File: src/rtl/kbd_serial_xcvr.sv
module kbd_serial_xcvr #(
  parameter int OVS   = 16,
  parameter int NBITS = 8,
  parameter int NSTOP = 2
) (
  input  logic             clk,
  input  logic             rst_n,
  input  logic             os_tick,
  input  logic             ser_in,
  output logic             ser_out,
  input  logic             tx_load,
  input  logic [NBITS-1:0] tx_data,
  output logic             tx_idle,
  input  logic             rx_take,
  output logic [NBITS-1:0] rx_data,
  output logic             rx_ready
);
  localparam int CW    = $clog2(OVS);
  localparam int HALF  = OVS / 2;
  localparam int FRAME = 1 + NBITS + NSTOP;
  localparam int FW    = $clog2(FRAME + 1);
  localparam int BW    = $clog2(NBITS + 1);

  // transmitter
  logic             tx_busy;
  logic [CW-1:0]    tx_cnt;
  logic [FW-1:0]    tx_pos;
  logic [NBITS-1:0] tx_hold;
  logic [NBITS-1:0] tx_sh;
  logic             tx_bit;

  always_ff @(posedge clk) begin
    if (!rst_n) begin
      tx_busy <= 1'b0;
      tx_idle <= 1'b1;
      tx_cnt  <= '0;
      tx_pos  <= '0;
      tx_hold <= '0;
    end else if (tx_load) begin
      tx_hold <= tx_data;
      tx_busy <= 1'b1;
      tx_idle <= 1'b0;
      tx_cnt  <= '0;
      tx_pos  <= '0;
    end else if (tx_busy && os_tick) begin
      if (tx_cnt == CW'(OVS - 1)) begin
        tx_cnt <= '0;
        if (tx_pos == FW'(FRAME - 1)) begin
          tx_busy <= 1'b0;
          tx_idle <= 1'b1;
        end else begin
          tx_pos <= tx_pos + 1'b1;
        end
      end else begin
        tx_cnt <= tx_cnt + 1'b1;
      end
    end
  end

  assign tx_sh = tx_hold >> (tx_pos - FW'(1));

  always_comb begin
    if (tx_pos == '0)                tx_bit = 1'b0;
    else if (tx_pos <= FW'(NBITS))   tx_bit = tx_sh[0];
    else                             tx_bit = 1'b1;
  end

  assign ser_out = !tx_busy || tx_bit;

  // receiver
  typedef enum logic [1:0] {RX_IDLE, RX_START, RX_DATA, RX_HOLD} rx_st_t;
  rx_st_t           rx_st;
  logic             rx_m, rx_s;
  logic [CW-1:0]    rx_cnt;
  logic [BW-1:0]    rx_n;
  logic [NBITS-1:0] rx_sh;

  always_ff @(posedge clk) begin
    if (!rst_n) begin
      rx_m <= 1'b1;
      rx_s <= 1'b1;
    end else begin
      rx_m <= ser_in;
      rx_s <= rx_m;
    end
  end

  always_ff @(posedge clk) begin
    if (!rst_n) begin
      rx_st    <= RX_IDLE;
      rx_cnt   <= '0;
      rx_n     <= '0;
      rx_sh    <= '0;
      rx_data  <= '0;
      rx_ready <= 1'b0;
    end else begin
      case (rx_st)
        RX_IDLE:
          if (os_tick && !rx_s) begin
            rx_st  <= RX_START;
            rx_cnt <= CW'(1);
          end
        RX_START:
          if (os_tick) begin
            if (rx_s) begin
              rx_st <= RX_IDLE;
            end else if (rx_cnt == CW'(HALF - 1)) begin
              rx_st  <= RX_DATA;
              rx_cnt <= '0;
              rx_n   <= '0;
            end else begin
              rx_cnt <= rx_cnt + 1'b1;
            end
          end
        RX_DATA:
          if (os_tick) begin
            if (rx_cnt == CW'(OVS - 1)) begin
              rx_cnt <= '0;
              rx_sh  <= {rx_s, rx_sh[NBITS-1:1]};
              if (rx_n == BW'(NBITS - 1)) begin
                rx_data  <= {rx_s, rx_sh[NBITS-1:1]};
                rx_ready <= 1'b1;
                rx_st    <= RX_HOLD;
              end else begin
                rx_n <= rx_n + 1'b1;
              end
            end else begin
              rx_cnt <= rx_cnt + 1'b1;
            end
          end
        RX_HOLD:
          if (rx_take) begin
            rx_ready <= 1'b0;
            rx_st    <= RX_IDLE;
          end
        default: rx_st <= RX_IDLE;
      endcase
    end
  end


  load_drops_idle_chk: assert property (@(posedge clk) disable iff (!rst_n)
    tx_load |=> !tx_idle);


  idle_line_high_chk: assert property (@(posedge clk) disable iff (!rst_n)
    tx_idle |-> ser_out);


  take_clears_chk: assert property (@(posedge clk) disable iff (!rst_n)
    (rx_ready && rx_take) |=> !rx_ready);


  held_byte_stable_chk: assert property (@(posedge clk) disable iff (!rst_n)
    (rx_ready && !rx_take) |=> (rx_ready && $stable(rx_data)));


  ready_on_tick_chk: assert property (@(posedge clk) disable iff (!rst_n)
    $rose(rx_ready) |-> $past(os_tick));
endmodule

File: config.mk
export PLATFORM = sky130hd
export DESIGN_NAME = kbd_serial_xcvr
export DESIGN_NICKNAME = d
export VERILOG_FILES = /design/src/rtl/kbd_serial_xcvr.sv
export SDC_FILE = /design/constraint.sdc
export NUM_CORES = 1
export LEC_CHECK = 0
export BUFFER_PORTS_ARGS = -buffer_cell sky130_fd_sc_hd__buf_4
export CORE_UTILIZATION = 50
export DETAILED_ROUTE_END_ITERATION = 8
export GPL_TIMING_DRIVEN = 0
export PLACE_DENSITY = 0.7
export SLEW_MARGIN = 25
export SYNTH_ARGS = -nofsm -noshare
export SYNTH_HDL_FRONTEND = slang
export SYNTH_SLANG_ARGS = --single-unit
File: constraint.sdc
create_clock -name clk -period 3.6 [get_ports clk]
set_input_delay 0.72 -clock clk [delete_from_list [all_inputs] [get_ports clk]]
set_output_delay 0.72 -clock clk [all_outputs]
set_load 0.01 [all_outputs]
# Word level (Yosys, flattened, before mapping)
# Index checks and enable logic that the tools add are counted.
[word_totals] regBits=47 out_inout_bits=11 word_cells=101 inputBits=14
[classes] eq_ne=18 muxes=39 magnitude_cmp=1 bitwise_logic=2 shift=1 addsub=5 n_reduce_logical=22
[ops] operator="two-way mux 4 bit" n=13
[ops] operator="!= test 2 bit (second input constant)" n=9
[ops] operator="adder 4 x 1 -> 4 bit (second input constant)" n=4
[ops] operator="two-way mux 2 bit" n=8
[ops] operator="two-way mux 1 bit" n=14
[ops] operator="AND reduction 7 bit" n=2
[ops] operator="== test 4 bit (second input constant)" n=3
[ops] operator="case mux 4 bit (3 select lines)" n=1
[ops] operator="AND reduction 5 bit" n=2
[ops] operator="nonzero test 2 bit" n=5
[ops] operator="AND reduction 3 bit" n=3
[ops] operator="== test 4 x 3 -> 1 bit (second input constant)" n=2
[ops] operator="case mux 2 bit (4 select lines)" n=1
[ops] operator="case mux 4 bit (2 select lines)" n=1
[ops] operator=">> shifter 8 x 4 -> 1 bit" n=1
[ops] operator="== test 2 bit (second input constant)" n=2
[ops] operator="less-or-equal comparator 4 bit (second input constant)" n=1
[ops] operator="zero test 4 bit" n=1
[ops] operator="AND reduction 4 bit" n=1
[ops] operator="subtractor 4 x 1 -> 4 bit (second input constant)" n=1
[ops] operator="!= test 3 bit (second input constant)" n=1
[ops] operator="nonzero test 3 bit" n=1
[ops] operator="== test 2 x 1 -> 1 bit (second input constant)" n=1
[ops] operator="logical AND 1 bit" n=2
[ops] operator="6 further kinds" n=8

# Logic depth before layout (Yosys ltp)
[logic_depth] ltp_word=5 mapped_depth=7 ltp_nobuf=6

# Worst setup path after synthesis
# OpenSTA, ideal clock, no wires.
[synth_path] path_type="register to output" start="register tx_pos[0]" end="output port ser_out" setup_slack_ns=1.151 n_path_buf=1 arrival_time_ns=1.729 t_required_ns=2.880 path_stages_with_launch=8 path_cell_list="dfxtp_1 > clkbuf_1 > inv_1 > ha_1 > mux2i_1 > nor4_1 > nor3b_1 > o221ai_1"
[synth_between] elab_chain_cells=5 elab_cells_between_ends=7 classes_between="add/sub: 1; order compare: 1; shift: 1; mux: 2; reduce/logical: 2"
[synth_rtl] item="start, declared" line_no="27" source="logic [FW-1:0] tx_pos;"
[synth_rtl] item="start signal, assigned" line_no="52" source="tx_pos <= tx_pos + 1'b1;"
[synth_rtl] item="subtractor 4 x 1 -> 4 bit" line_no="60" source="assign tx_sh = tx_hold >> (tx_pos - FW'(1));"
[synth_rtl] item=">> shifter 8 x 4 -> 1 bit" line_no="60"
[synth_rtl] item="two-way mux 1 bit" line_no="64" source="else if (tx_pos <= FW'(NBITS)) tx_bit = tx_sh[0];"
[synth_rtl] item="two-way mux 1 bit *" line_no="63" source="if (tx_pos == '0) tx_bit = 1'b0;"
[synth_rtl] item="logical OR 1 bit *" line_no="68" source="assign ser_out = !tx_busy || tx_bit;"
[synth_rtl] item="end, declared" line_no="10" source="output logic ser_out,"
# Mark *: on every way between the ends. The rest lies on a longest branch, timed or not.

# Final worst setup path
# Ends and elaborated chain as after synthesis.

==> flow_summary_export.csv <==
group,metric,value,unit
route,drc_errors,0,
layout,area_growth,13.9,%
floorplanning,num_rows,24,
grt,antenna_found_initial,0,
sta,tightest_slew,638,ps
route,routed.top_layer,"met4",
critical_path,rr_worst_depth,7,
clock_network,cts_tree,"yes",
clock_network,clk_latency,300,ps
power,p_total,910,uW
sta,setup-tns-final,0,ps
power,powerDensity,349,nW/um2
min_path,hold_depth,1,
route,vias,1875,
clock_network,cts-root-buf,"clkbuf_8",
sta,post-route-period-util,85.9,%
layout,nets,309,
power,ir_worst_vdd,276,uV
grt,overflow,0,
floorplanning,core-area,4380,um2
sta,rsz0062_at_grt,"no",
critical_path,cp_max_fo,8,
synthesis,synth_nets,279,
synthesis,ys_warn_count,0,
clock_network,htree_levels,2,
grt,grt_max_degree,14,
synthesis,ys_types,47,
critical_path,cp.arrival,2370,ps
grt,first_global_vias,1747,
route,wl_per_cell,13.2,um
sta,fmax,323,MHz
route,route.antenna.remaining_nets,0,
grt,grt.total_usage,20.0,%
synthesis,yosysSeqAreaShare,40.2,%
synthesis,ys_ff_latch,46,
power,p_leak,0.961,nW
critical_path,reg2reg_to,"tx_pos[1]",
grt,grt_pass1_wl,7820,um
sta,hold_viol,0,
route,wl_met2,1990,um
min_path,min_to,"rx_s",
floorplanning,die_area,4860,um2
route,wl_met3,197,um
route,dr.pass1.iters,6,
sta,skew,2.07,ps
floorplanning,initial_core_util,52.3,%
status,status,"complete, no violations",
route,met1_length,2180,um
synthesis,synth_edf_count,0,
floorplanning,ios,25,
route,routed_wl,4430,um
critical_path,crit_required,2880,ps
placement,hpwl,3250,um
job,drv_cap,0,
layout,fin_area,2610,um2
clock_network,clk_pin_slew_worst_paths,80,ps
clock_network,postCtsSetupBuffers,0,
floorplanning,die_y,69.7,um
min_path,min_path_type,"reg2reg",
clock_network,hold_buffers,0,
synthesis,synth_area,2290,um2
clock_network,cts_buffer_depth,2,
placement,gp_congestion,0.792,
placement,placed_cell_area,2530,um2
min_path,min_from,"rx_m",
layout,fin_util,59.5,%
synthesis,synthFlopType,"dfxtp_1",
placement,port_buffers,23,
floorplanning,die_w,69.7,um
clock_network,cts_resized,0,
critical_path,end_kind,"primary output",
critical_path,path_class,"reg2out",
route,routed_via_density,5.60,
sta,period_minus_slack,3090,ps
critical_path,rrSetupSlack,1580,ps
sta,final-max-slew-violation-count,0,
sta,slew_headroom,57.5,%
critical_path,critPathLaunchType,"register",
critical_path,r2r-start,"tx_pos[0]",
layout,drive_above_1_share,14.1,%
synthesis,syn_avg_cell_area,9.06,um2
clock_network,cts_inserted_buffers,5,
layout,diodes,0,
route,first_iter_violations,115,
sta,finalSetupViolCount,0,
synthesis,async_reset_ff_share,0,%
clock_network,clock_sinks,46,
synthesis,synth_cells,253,
[stage by stage]
| step | setup WS [ps] | hold slack (ps) | instances |
|---|---|---|---|
| 6_report | 507 | 411 | 335 |
| 5_1_grt | 258 | 451 | 335 |
| 4_1_cts | 481 | 420 | 335 |
| 3_5_place_dp | 825 | 395 | 328 |
| 3_3_place_gp | 829 | 396 | 328 |
| 2_1_floorplan | 1150 | 386 | 253 |
[power by group]
part / switching [mW] / internal [mW] / leakage, nW
logic: 0.0429 / 0.0342 / 0.550
clock network: 0.171 / 0.133 / 0.0373
registers: 0.00892 / 0.519 / 0.374
total: 0.223 / 0.687 / 0.961
[placed cells by master (no fill, tap or decap), types with 4 or more instances in the layout]
cell	synthesis	routed
nand2b_1	5	5
buf_4	0	23
dfxtp_1	46	46
a21oi_1	12	12
inv_1	12	12
nand3_1	8	8
mux2i_1	28	28
nand2_1	16	16
nor2_1	35	35
o21ai_0	11	11
clkbuf_1	6	7
ha_1	12	12
nand3b_1	4	4
clkbuf_8	0	5
nor3_1	5	5
[worst max path at each step]
| stage | to | slack (ps) | from | depth (start not counted) |
|---|---|---|---|---|
| 6_report | ser_out | 510 | tx_pos[0] | 8 |
| 5_1_grt | ser_out | 260 | tx_pos[0] | 8 |
| 4_1_cts | ser_out | 480 | tx_pos[0] | 8 |
| 3_5_place_dp | ser_out | 830 | tx_pos[0] | 8 |
| 3_3_place_gp | ser_out | 830 | tx_pos[0] | 8 |
| 2_1_floorplan | ser_out | 1150 | tx_pos[0] | 7 |
[worst max-delay path: stages, from the launching register on]
cell      delay (ps)
dfxtp_1          340
clkbuf_1         320
inv_1            160
ha_1             410
mux2i_1          260
nor4_1            70
nor3b_1          190
o221ai_1         150
buf_4            170
[cell families after synthesis]
logic type | synth area share [%]
adder cells (fa/ha/maj) | 6.55
AND/OR/NAND/NOR | 20.3
AO/OA/AOI/OAI | 13.8
multiplexers | 13.8
XOR/XNOR | 1.53
buffers and inverters | 3.88
flip-flops | 40.2
[final cells by class]
type	count	area, um2
Fill cell	404	1780
Multi-Input combinational cell	186	1280
Sequential cell	46	921
Timing Repair Buffer	23	173
Clock buffer	6	72.6
Tap cell	52	65.1
Inverter	12	45.0
Buffer	9	43.8
Clock inverter	1	7.51
[layer usage]
layer  vias to the layer above  GRT usage, %
met5                         -             0
met4                         0          6.67
met3                         8          5.38
met2                        39          32.0
met1                       869          26.0
li1                        959             -
[cell usage after synthesis (2+ instances only)]
cell type | count | area share, %
dfxtp_1 | 46 | 40
nor2_1 | 35 | 5.7
mux2i_1 | 28 | 12
nand2_1 | 16 | 2.6
a21oi_1 | 12 | 2.6
ha_1 | 12 | 6.6
inv_1 | 12 | 2.0
o21ai_0 | 11 | 2.4
nand3_1 | 8 | 1.7
clkbuf_1 | 6 | 0.98
nand2b_1 | 5 | 1.4
nor3_1 | 5 | 1.1
nand3b_1 | 4 | 1.3
nor2b_1 | 3 | 0.82
o22ai_1 | 3 | 0.82
o31ai_1 | 3 | 0.98
a31oi_1 | 2 | 0.55
buf_2 | 2 | 0.44
nand4_1 | 2 | 0.55
nand4bb_1 | 2 | 0.98
nor3b_1 | 2 | 0.66
nor4_1 | 2 | 0.55
o21a_1 | 2 | 0.66
o21bai_1 | 2 | 0.66
o221ai_1 | 2 | 0.76
or3_1 | 2 | 0.55
or4_1 | 2 | 0.66
xnor2_1 | 2 | 0.76
xor2_1 | 2 | 0.76
[state kept, by name, indices dropped and copies added, names as in the netlist, named ones only]
name      count
rx_m          1
tx_pos        4
tx_cnt        4
tx_busy       1
rx_ready      1
tx_hold       8
rx_n          4
rx_sh         7
rx_data       8
tx_idle       1
rx_s          1
rx_cnt        4
rx_st         1
Power figures use the tool's default switching activity.
